[src/rtl/wpd_pkg.sv]
package wpd_pkg;

    localparam int BYTE_W = 8;

    localparam logic [BYTE_W-1:0] CODE_LEAD   = 8'hAA;
    localparam logic [BYTE_W-1:0] CODE_FOLLOW = 8'h55;
    localparam logic [BYTE_W-1:0] CODE_OPEN   = 8'hA0;
    localparam logic [BYTE_W-1:0] CODE_EXT    = 8'h80;
    localparam logic [BYTE_W-1:0] CODE_OFF    = 8'h20;
    localparam logic [BYTE_W-1:0] CODE_WIPE   = 8'h10;

    typedef enum logic [2:0] {
        ST_IDLE,
        ST_K1,
        ST_K2,
        ST_K3,
        ST_K4,
        ST_K5,
        ST_OPEN,
        ST_ERASE
    } wpd_state_e;

    typedef enum logic [1:0] {
        ACT_NONE,
        ACT_STORE,
        ACT_SWALLOW,
        ACT_REJECT
    } wpd_act_e;

    typedef struct packed {
        logic lead;
        logic follow;
        logic open;
        logic ext;
        logic off;
        logic wipe;
    } wpd_hit_t;

endpackage

[src/rtl/wpd_key_match.sv]
module wpd_key_match
    import wpd_pkg::*;
#(
    parameter int                ADDR_W    = 15,
    parameter logic [ADDR_W-1:0] KEY1_ADDR = 15'h5555,
    parameter logic [ADDR_W-1:0] KEY2_ADDR = 15'h2AAA
) (
    input  logic [ADDR_W-1:0] addr,
    input  logic [BYTE_W-1:0] data,
    output wpd_hit_t          hit
);

    // Third/sixth-step opcodes, all presented at the first key address.
    localparam int N_OPS = 4;
    localparam logic [N_OPS-1:0][BYTE_W-1:0] OPS =
        {CODE_WIPE, CODE_OFF, CODE_EXT, CODE_OPEN};

    logic             at_k1;
    logic             at_k2;
    logic [N_OPS-1:0] op_hit;

    assign at_k1 = (addr == KEY1_ADDR);
    assign at_k2 = (addr == KEY2_ADDR);

    for (genvar g = 0; g < N_OPS; g++) begin : g_op
        assign op_hit[g] = at_k1 && (data == OPS[g]);
    end

    always_comb begin
        hit.lead   = at_k1 && (data == CODE_LEAD);
        hit.follow = at_k2 && (data == CODE_FOLLOW);
        hit.open   = op_hit[0];
        hit.ext    = op_hit[1];
        hit.off    = op_hit[2];
        hit.wipe   = op_hit[3];
    end

endmodule

[src/rtl/wpd_gap_timer.sv]
module wpd_gap_timer #(
    parameter int WINDOW = 15000
) (
    input  logic clk,
    input  logic rst_n,
    input  logic ld_valid,
    output logic expired
);

    localparam int             CNT_W = $clog2(WINDOW + 1);
    localparam logic [CNT_W-1:0] LIM = CNT_W'(WINDOW);

    logic [CNT_W-1:0] cnt_q;

    always_ff @(posedge clk) begin
        if (!rst_n) begin
            cnt_q <= '0;
        end else if (ld_valid) begin
            cnt_q <= '0;
        end else if (cnt_q != LIM) begin
            cnt_q <= cnt_q + 1'b1;
        end
    end

    assign expired = (cnt_q == LIM);

    // a load restarts the window, so the next cycle cannot be expired
    p_gap_restart_r8: assert property (@(posedge clk) disable iff (!rst_n)
        ld_valid |=> !expired);

endmodule

[src/rtl/wpd_prot_flag.sv]
module wpd_prot_flag (
    input  logic clk,
    input  logic rst_n,
    input  logic prot_nv_in,
    input  logic en_done,
    input  logic dis_done,
    input  logic wc_done,
    output logic prot_on
);

    logic prot_q;
    logic pend_q;

    always_ff @(posedge clk) begin
        if (!rst_n) begin
            prot_q <= prot_nv_in;
            pend_q <= 1'b0;
        end else if (dis_done) begin
            prot_q <= 1'b0;
            pend_q <= 1'b0;
        end else if (wc_done && pend_q) begin
            prot_q <= 1'b1;
            pend_q <= 1'b0;
        end else if (en_done && !prot_q) begin
            pend_q <= 1'b1;
        end
    end

    assign prot_on = prot_q;

    // lock appears only on the timer done pulse
    p_lock_on_timer_r2: assert property (@(posedge clk) disable iff (!rst_n)
        $rose(prot_q) |-> $past(wc_done));

    // lock drops only when the release sequence completes
    p_unlock_by_release_r5: assert property (@(posedge clk) disable iff (!rst_n)
        $fell(prot_q) |-> $past(dis_done));

endmodule

[src/rtl/wpd_seq_fsm.sv]
module wpd_seq_fsm
    import wpd_pkg::*;
#(
    parameter int ADDR_W = 15
) (
    input  logic              clk,
    input  logic              rst_n,
    input  logic              ld_valid,
    input  logic [ADDR_W-1:0] ld_addr,
    input  logic [BYTE_W-1:0] ld_data,
    input  wpd_hit_t          hit,
    input  logic              prot,
    input  logic              gap_exp,
    input  logic              erase_done,
    output logic              en_done,
    output logic              dis_done,
    output logic              pass_wr,
    output logic [ADDR_W-1:0] pass_addr,
    output logic [BYTE_W-1:0] pass_data,
    output logic              illegal_wr,
    output logic              erase_req,
    output logic              wr_permit
);

    wpd_state_e st_q, st_eff, st_d;
    wpd_act_e   act;
    wpd_act_e   plain;

    logic              pass_q;
    logic              ill_q;
    logic [ADDR_W-1:0] addr_q;
    logic [BYTE_W-1:0] data_q;

    // State register
    always_ff @(posedge clk) begin
        if (!rst_n) st_q <= ST_IDLE;
        else        st_q <= st_d;
    end

    // A partial sequence or open prefix dies once the load gap runs out
    always_comb begin
        st_eff = st_q;
        if (gap_exp && (st_q != ST_IDLE) && (st_q != ST_ERASE))
            st_eff = ST_IDLE;
    end

    assign plain = prot ? ACT_REJECT : ACT_STORE;

    // Next state and per-load decision
    always_comb begin
        st_d     = st_eff;
        act      = ACT_NONE;
        en_done  = 1'b0;
        dis_done = 1'b0;
        unique case (st_eff)
            ST_IDLE: begin
                if (ld_valid) begin
                    if (hit.lead) begin
                        st_d = ST_K1;
                        act  = ACT_SWALLOW;
                    end else begin
                        act  = plain;
                    end
                end
            end
            ST_K1: begin
                if (ld_valid) begin
                    if (hit.follow) begin
                        st_d = ST_K2;
                        act  = ACT_SWALLOW;
                    end else begin
                        st_d = ST_IDLE;
                        act  = plain;
                    end
                end
            end
            ST_K2: begin
                if (ld_valid) begin
                    if (hit.open) begin
                        st_d    = ST_OPEN;
                        act     = ACT_SWALLOW;
                        en_done = 1'b1;
                    end else if (hit.ext) begin
                        st_d = ST_K3;
                        act  = ACT_SWALLOW;
                    end else begin
                        st_d = ST_IDLE;
                        act  = plain;
                    end
                end
            end
            ST_K3: begin
                if (ld_valid) begin
                    if (hit.lead) begin
                        st_d = ST_K4;
                        act  = ACT_SWALLOW;
                    end else begin
                        st_d = ST_IDLE;
                        act  = plain;
                    end
                end
            end
            ST_K4: begin
                if (ld_valid) begin
                    if (hit.follow) begin
                        st_d = ST_K5;
                        act  = ACT_SWALLOW;
                    end else begin
                        st_d = ST_IDLE;
                        act  = plain;
                    end
                end
            end
            ST_K5: begin
                if (ld_valid) begin
                    if (hit.off) begin
                        st_d     = ST_IDLE;
                        act      = ACT_SWALLOW;
                        dis_done = 1'b1;
                    end else if (hit.wipe) begin
                        st_d = ST_ERASE;
                        act  = ACT_SWALLOW;
                    end else begin
                        st_d = ST_IDLE;
                        act  = plain;
                    end
                end
            end
            ST_OPEN: begin
                if (ld_valid) act = ACT_STORE;
            end
            ST_ERASE: begin
                if (erase_done) st_d = ST_IDLE;
            end
            default: st_d = ST_IDLE;
        endcase
    end

    // Registered load outcome
    always_ff @(posedge clk) begin
        if (!rst_n) begin
            pass_q <= 1'b0;
            ill_q  <= 1'b0;
            addr_q <= '0;
            data_q <= '0;
        end else begin
            pass_q <= (act == ACT_STORE);
            ill_q  <= (act == ACT_REJECT);
            if (act == ACT_STORE) begin
                addr_q <= ld_addr;
                data_q <= ld_data;
            end
        end
    end

    assign pass_wr    = pass_q;
    assign pass_addr  = addr_q;
    assign pass_data  = data_q;
    assign illegal_wr = ill_q;
    assign erase_req  = (st_q == ST_ERASE);
    assign wr_permit  = prot ? (st_q == ST_OPEN) : (st_q != ST_ERASE);

    // a refusal is only ever issued while the flag was set
    p_reject_needs_lock_r4: assert property (@(posedge clk) disable iff (!rst_n)
        ill_q |-> $past(prot));

    // a forwarded byte always traces back to a load strobe
    p_pass_from_load_r3: assert property (@(posedge clk) disable iff (!rst_n)
        pass_q |-> $past(ld_valid));

    // nothing is stored or refused while erasing
    p_erase_quiet_r6: assert property (@(posedge clk) disable iff (!rst_n)
        (st_q == ST_ERASE) |=> (!pass_q && !ill_q));

    // erase request holds until the done pulse
    p_erase_hold_r6: assert property (@(posedge clk) disable iff (!rst_n)
        (erase_req && !erase_done) |=> erase_req);

endmodule

[src/rtl/wpd_top.sv]
module wpd_top
    import wpd_pkg::*;
#(
    parameter int                ADDR_W    = 15,
    parameter int                WINDOW    = 15000,
    parameter logic [ADDR_W-1:0] KEY1_ADDR = 15'h5555,
    parameter logic [ADDR_W-1:0] KEY2_ADDR = 15'h2AAA
) (
    input  logic              clk,
    input  logic              rst_n,
    input  logic              prot_nv_in,
    input  logic              ld_valid,
    input  logic [ADDR_W-1:0] ld_addr,
    input  logic [7:0]        ld_data,
    input  logic              wc_done,
    input  logic              erase_done,
    output logic              prot_on,
    output logic              wr_permit,
    output logic              pass_wr,
    output logic [ADDR_W-1:0] pass_addr,
    output logic [7:0]        pass_data,
    output logic              illegal_wr,
    output logic              erase_req
);

    wpd_hit_t hit;
    logic     gap_exp;
    logic     en_done;
    logic     dis_done;

    wpd_key_match #(
        .ADDR_W   (ADDR_W),
        .KEY1_ADDR(KEY1_ADDR),
        .KEY2_ADDR(KEY2_ADDR)
    ) u_match (
        .addr(ld_addr),
        .data(ld_data),
        .hit (hit)
    );

    wpd_gap_timer #(
        .WINDOW(WINDOW)
    ) u_gap (
        .clk     (clk),
        .rst_n   (rst_n),
        .ld_valid(ld_valid),
        .expired (gap_exp)
    );

    wpd_prot_flag u_flag (
        .clk       (clk),
        .rst_n     (rst_n),
        .prot_nv_in(prot_nv_in),
        .en_done   (en_done),
        .dis_done  (dis_done),
        .wc_done   (wc_done),
        .prot_on   (prot_on)
    );

    wpd_seq_fsm #(
        .ADDR_W(ADDR_W)
    ) u_fsm (
        .clk       (clk),
        .rst_n     (rst_n),
        .ld_valid  (ld_valid),
        .ld_addr   (ld_addr),
        .ld_data   (ld_data),
        .hit       (hit),
        .prot      (prot_on),
        .gap_exp   (gap_exp),
        .erase_done(erase_done),
        .en_done   (en_done),
        .dis_done  (dis_done),
        .pass_wr   (pass_wr),
        .pass_addr (pass_addr),
        .pass_data (pass_data),
        .illegal_wr(illegal_wr),
        .erase_req (erase_req),
        .wr_permit (wr_permit)
    );

endmodule

[config.mk]
export PLATFORM = sky130hd
export DESIGN_NAME = wpd_top
export DESIGN_NICKNAME = d
export VERILOG_FILES = /design/src/rtl/wpd_pkg.sv /design/src/rtl/wpd_key_match.sv /design/src/rtl/wpd_gap_timer.sv /design/src/rtl/wpd_prot_flag.sv /design/src/rtl/wpd_seq_fsm.sv /design/src/rtl/wpd_top.sv
export SDC_FILE = /design/constraint.sdc
export NUM_CORES = 1
export LEC_CHECK = 0
export ABC_CLOCK_PERIOD_IN_PS = 2450
export CORE_MARGIN = 1.5
export CORE_UTILIZATION = 50
export CTS_CLUSTER_SIZE = 12
export DETAILED_ROUTE_END_ITERATION = 10
export PLACE_DENSITY = 0.9
export SETUP_SLACK_MARGIN = 0.15
export SKIP_LAST_GASP = 1
export SLEW_MARGIN = 20
export SYNTH_ARGS = -nofsm -noshare
export SYNTH_HDL_FRONTEND = slang
export SYNTH_SLANG_ARGS = --single-unit
[constraint.sdc]
create_clock -name clk -period 2.45 [get_ports clk]
set_input_delay 0.245 -clock clk [delete_from_list [all_inputs] [get_ports clk]]
set_output_delay 0.245 -clock clk [all_outputs]
set_load 0.005 [all_outputs]
# [Word-level counts from Yosys, hierarchy flattened]
# Cells that the tools add are included.
[classes] n_addsub=1 n_eq_ne=23 muxes=40 n_bitwise=1 reduce_logical=17
[op_table] cell="$mux 3" count=14
[op_table] cell="$mux 2" count=13
[op_table] cell="$eq 8x8->1 const B" count=3
[op_table] cell="$pmux 3 s7" count=1
[op_table] cell="$eq 3x3->1 const B" count=6
[op_table] cell="$eq 15x14->1 const B" count=1
[op_table] cell="$eq 15x15->1 const B" count=1
[op_table] cell="$add 14x1->14 const B" count=1
[op_table] cell="$eq 14x14->1 const B" count=1
[op_table] cell="$ne 14x14->1 const B" count=1
[op_table] cell="$mux 1" count=11
[op_table] cell="$logic_and 1x1->1" count=10
[op_table] cell="$pmux 2 s5" count=1
[op_table] cell="$eq 8x5->1 const B" count=1
[op_table] cell="$eq 8x6->1 const B" count=1
[op_table] cell="$eq 8x7->1 const B" count=1
[op_table] cell="$eq 3x2->1 const B" count=2
[op_table] cell="$reduce_or 2->1" count=3
[op_table] cell="$eq 3x1->1 const B" count=1
[op_table] cell="$logic_not 3->1" count=1
[op_table] cell="$ne 3x1->1 const B" count=1
[op_table] cell="$ne 3x3->1 const B" count=1
[op_table] cell="$reduce_bool 3->1" count=1
[op_table] cell="$reduce_or 3->1" count=1
[op_table] cell="4 further kinds" count=4
[totals] register_bits=44 in_bits=29 output_inout_bits=28

# [Depth between registers and ports, before layout]
# Gate-level depths: netlist (run 1).
[depth] ltp_word=8 depth_mapped=12 depth_no_buf=9

# [Modules after synthesis]
# Synthesis (run 1) repeated with hierarchy kept, for this count alone.
[unflattened] hier_cells=296 area_unflattened_um2=2553.7
[modules_own_cells] mod="wpd_seq_fsm" n_inst=1 cells_per_inst=176 area_each_um2=1488.9 seq_area_each_um2=560.5
[modules_own_cells] mod="wpd_gap_timer" n_inst=1 cells_per_inst=83 area_each_um2=752.0 seq_area_each_um2=280.3
[modules_own_cells] mod="wpd_key_match" n_inst=1 cells_per_inst=28 area_each_um2=214.0 seq_area_each_um2=0.0
[modules_own_cells] mod="wpd_prot_flag" n_inst=1 cells_per_inst=9 area_each_um2=98.8 seq_area_each_um2=50.0

# [Least setup slack after synthesis (run 1)]
# Ideal clock, no wire load.
[synth_timing] path_kind="register to register" startpoint="register u_gap.cnt_q[0]" endpoint="register u_fsm.addr_q[10] (netlist: u_fsm.pass_addr[10])" setup_ns=0.118 arrival_ns=2.088 t_required_ns=2.332 path_slack_ns=0.244 stages_incl_launch_ff=12 period_less_slack_ns=2.206 cell_sequence="dfxtp_1 inv_1 ha_1 and4bb_1 and4_4 or4b_1 o221a_2 nand4_4 nor2b_4 buf_6 buf_12 mux2i_1"
[synth_between] elab_chain_cells=8 word_cells_on_any_way=15 cone_classes="eq/ne (8); mux (2); reduce/logical (5)"
[synth_rtl] element="start: declaration" line_no="wpd_gap_timer.sv:13" source="logic [CNT_W-1:0] cnt_q;"
[synth_rtl] element="start signal: assignment" line_no="wpd_gap_timer.sv:21" source="cnt_q <= cnt_q + 1'b1;"
[synth_rtl] element="$eq 14x14->1 *" line_no="wpd_gap_timer.sv:25" source="assign expired = (cnt_q == LIM);"
[synth_rtl] element="$logic_and 1x1->1 * (2 in a row)" line_no="wpd_seq_fsm.sv:43" source="if (gap_exp && (st_q != ST_IDLE) && (st_q != ST_ERASE))"
[synth_rtl] element="$mux 3 *" line_no="wpd_seq_fsm.sv:43"
[synth_rtl] element="$eq 3x1->1, or another cell as far along" line_no="wpd_seq_fsm.sv:55" source="unique case (st_eff)"
[synth_rtl] element="$reduce_or 2->1 (no source line)"
[synth_rtl] element="$pmux 2 s5 *" line_no="wpd_seq_fsm.sv:55"
[synth_rtl] element="$eq 2x1->1 *" line_no="wpd_seq_fsm.sv:149" source="if (act == ACT_STORE) begin"
[synth_rtl] element="end signal: assignment" line_no="wpd_seq_fsm.sv:150" source="addr_q <= ld_addr;"
[synth_rtl] element="end: declaration" line_no="wpd_seq_fsm.sv:31" source="logic [ADDR_W-1:0] addr_q;"
# Every way passes the cells marked *; elsewhere a longest branch is shown, timed or not.
# A chain may end at the register's enable or synchronous reset.

# [Final worst setup path (run 1)]
[layout_timing] startpoint="input port ld_data[6]" endpoint="register u_fsm.data_q[2] (netlist: u_fsm.pass_data[2])"
[layout_between] elab_chain_cells=7 word_cells_on_any_way=24 cone_classes="eq/ne (7); mux (11); reduce/logical (6)"
[layout_rtl] element="start: declaration" line_no="wpd_top.sv:14" source="input logic [7:0] ld_data,"
[layout_rtl] element="$eq 8x5->1 or $eq 8x8->1 (tied branches)" line_no="wpd_key_match.sv:26" source="assign op_hit[g] = at_k1 && (data == OPS[g]);"
[layout_rtl] element="$logic_and 1x1->1" line_no="wpd_key_match.sv:26"
[layout_rtl] element="$mux 2, on equally long branches" line_no="wpd_seq_fsm.sv:120, wpd_seq_fsm.sv:83"
[layout_rtl] element="$mux 2, on equally long branches" line_no="wpd_seq_fsm.sv:116, wpd_seq_fsm.sv:79"
[layout_rtl] element="$mux 2, on equally long branches" line_no="wpd_seq_fsm.sv:115, wpd_seq_fsm.sv:78"
[layout_rtl] element="$pmux 2 s5 *" line_no="wpd_seq_fsm.sv:55"
[layout_rtl] element="$eq 2x1->1 *" line_no="wpd_seq_fsm.sv:149"
[layout_rtl] element="end signal: assignment" line_no="wpd_seq_fsm.sv:151" source="data_q <= ld_data;"
[layout_rtl] element="end: declaration" line_no="wpd_seq_fsm.sv:32" source="logic [BYTE_W-1:0] data_q;"
# Marks and branches as above.

==> reports/metrics.cfg, run 1 <==
[run_status]
outcome=complete, no violations

[finish]
drive_gt1_share_pct=23.4
design_area_sq_um=3610
finalNonFillerCells=452
num_antenna_cells=0
final.fill_count=302
nets=416
syn_to_final_growth_pct=48.0
final_util_pct=76.5

[logic_synthesis]
ys_seq_elements=44
synthArstFlopShare_pct=0
synthFlopType=dfxtp_1
yosysSeqAreaShare_pct=36.5
yosysUniqueCellTypes=57
syn-cell-area_sq_um=2440
syn_avg_cell_area_sq_um=8.57
synth_cells=285
synth_warnings=0
synth_edf_count=1
syn_nets=316

[floorplanning]
die_h_microns=72.9
die_x_microns=72.9
die_area_sq_um=5310
rows=25
core_sq_um=4720
top_level_ports=57
initial_core_util_pct=51.7

[drt]
remaining_drc_errors=0
post_drt_wl_per_cell_microns=17.6
wirelength_microns=7970
via_count=2693
via_per_inst=5.96
drtPass1Iterations=5
drtIter0Drc=278
postRouteAntennaNets=0

[global_routing]
grt_usage_pct=28.0
antenna_found_initial=0
grt_max_degree=46
grt_pass1_vias=2425
grt_pass1_wl_microns=11500
globalRouteOverflowTotal=0

[place]
place_inst=439
placed_cell_area_sq_um=3330
io_buffers=56
dp_hpwl_microns=4860
routabilityCongestion=0.904

[sta]
fin_skew_ns=0.00368
timing.final.crit_share_pct=98.8
finalSetupViolations=0
tightest_slew_ns=0.496
fmax_mhz=413
fin_hold_ws_ns=0.255
slew_viol_final=0
relSlewSlack_pct=66.9
min_period_ns=2.42
hold_viol_final=0
grt_setup_unrepaired=true

[clock_network]
cts_buffer_depth=2
cts_tree=built
cts_sinks=44
cts_root_buf=clkbuf_8
clkTransAtPathRegs_ns=0.08
insertion_delay_ns=0.29
cts_hold_buf=0
htreeDepth=2
cts_inserted_buffers=5

[pwr]
p_sw_share_pct=24.5
switchingPower_uw=380
power_density_nw_per_um2=429
ir_drop_uv=334
pwr-share-clk_pct=31.6
fin_total_pwr_mw=1.55
power_frac_seq_pct=49.5
leakage_nw=1.50
p_int_mw=1.17
pwr-share-comb_pct=18.8

[worst_setup_path]
crit_start=ld_data[6]
cp_slowest_cell=or4b_1
worstPathArrival_ns=2.63
path_max_fanout=8
r2r_start=u_gap.cnt_q[1]
criticalPathCategory=in -> reg
path_cells=clkdlybuf4s50_1, nor4bb_1, nand4_1, or4b_1, o221a_2, nand4_4, nor2b_4, buf_8, mux2i_2
cp_top_family=simple AND/OR/NAND/NOR gates
worst_setup_path_end_kind=flop
cp.buffers_inverters=2
worst-endpoint-required_ns=2.66
cp_slowest_stage_delay_ns=0.56
start_kind=input pin

[min_path]
holdCritStartpoint=ld_addr[5]
holdCritPathClass=in -> reg

[job]
cap_viol_max_count=0

power by group through the flow:
stage                     Clock (mW)  Combinational (mW)  Sequential, mW
final                          0.490               0.292           0.768
after global routing           0.515               0.308           0.770
after CTS                      0.491               0.274           0.765
after detailed placement           0               0.256           0.781
after global placement             0               0.249           0.781
after floorplan                    0               0.105           0.782
sequential cells by signal, summed over array words and instances, names as in the netlist:
name	flops
u_fsm.pass_addr	15
u_gap.cnt_q	14
u_fsm.pass_data	8
u_fsm.st_q	3
u_flag.pend_q	1
u_flag.prot_on	1
u_fsm.illegal_wr	1
u_fsm.pass_wr	1
metal layers:
| layer | vias up | global-route usage, % | routed length (microns) |
|---|---|---|---|
| li1 | 1210 | - | - |
| met1 | 1278 | 35.0 | 3250 |
| met2 | 158 | 47.9 | 3860 |
| met3 | 47 | 4.70 | 505 |
| met4 | 0 | 11.3 | 347 |
| met5 | - | 0 | 0 |
worst register-to-register path, stage by stage, from the launching register on:
cell and delay, ns:
dfxtp_2 0.36, inv_2 0.06, ha_4 0.16, and4bb_2 0.25
and4_4 0.19, buf_12 0.13, a21oi_1 0.17, o221a_2 0.23
nand4_4 0.15, nor2b_4 0.20, buf_8 0.17, mux2i_2 0.26
cells by family after synthesis:
family / Yosys count / share of synthesized area (%)
AND/OR/NAND/NOR: 143 / 32.1
AO/OA/AOI/OAI: 40 / 10.7
adder cells (fa/ha/maj): 2 / 1.02
XOR/XNOR: 10 / 3.59
buffers and inverters: 22 / 6.20
multiplexers: 24 / 9.89
flip-flops: 44 / 36.5
worst paths after layout:
path / cells past startpoint / endpoint / slack, ns
max: 9 / u_fsm.pass_data[2] / 0.03
min: 3 / u_fsm.pass_addr[5] / 0.26
max reg2reg: 11 / u_fsm.pass_data[2] / 0.04
min reg2reg: 2 / u_fsm.pass_addr[11] / 0.46
layout make-up:
type	count	area [sq um]	area share (%)
Tap cell	67	83.8	2.32
Inverter	6	22.5	0.623
Timing Repair Buffer	108	1010	28.0
Clock buffer	7	96.3	2.67
Multi-Input combinational cell	220	1510	41.7
Sequential cell	44	893	24.7
cell usage after synthesis, types with 2 or more instances:
library cell  count  area (sq um)
and2_1            2          12.5
nor2b_1           4          25.0
nor2_1           19          71.3
a31oi_1           2          12.5
buf_12            2          40.0
xnor2_1           3          26.3
inv_1             5          18.8
clkbuf_1         10          37.5
and4b_1           4          40.0
nor3_1            6          30.0
a21oi_1          14          70.1
and3_1            3          18.8
nand2_1          63           236
or2_2             3          18.8
mux2i_1          23           230
o211ai_1          2          15.0
nand3_1           7          35.0
o211a_1           2          20.0
o21ai_0           8          40.0
nor4bb_1          3          30.0
nand3b_1          2          15.0
and4_1            2          17.5
or3_1             3          18.8
xor2_1            7          61.3
dfxtp_1          43           861
buf_6             2          22.5
ha_1              2          25.0
nand4_1          10          62.6
cell usage in the layout, fill, tap and decap left out, types with 4 or more instances in the layout:
| master | netlist | layout |
|---|---|---|
| a21oi_1 | 14 | 14 |
| buf_4 | 0 | 45 |
| clkdlybuf4s50_1 | 0 | 49 |
| nor2_1 | 19 | 19 |
| xor2_1 | 7 | 7 |
| dfxtp_1 | 43 | 41 |
| dlymetal6s2s_1 | 0 | 6 |
| nor3_1 | 6 | 4 |
| clkbuf_8 | 1 | 7 |
| and4b_1 | 4 | 4 |
| mux2i_1 | 23 | 21 |
| buf_6 | 2 | 4 |
| nand4_1 | 10 | 10 |
| nand3_1 | 7 | 7 |
| o21ai_0 | 8 | 7 |
| nand2_1 | 63 | 63 |
repair_timing:
item	4_1_cts	5_1_grt
cloned	1	0
pin swaps	4	9
endpoints found under the setup margin	26	26
gates resized for setup	13	23
setup buffers	4	1
metrics by stage:
step | setup WS (ns) | setup TNS [ns]
floorplan | 0.244 | 0
global placement | -0.395 | -9.68
detailed placement | -0.461 | -11.13
CTS | 0.164 | 0
global route | -0.0887 | -0.293
finish | 0.0300 | 0
Power figures use the tool's default switching activity.
==> run 2, diff against run 1 <==
SKIP_LAST_GASP = unset   (was 1)
==> results of run 2 <==
Same layout as run 1: the final DEF is identical, and so are final timing and power.
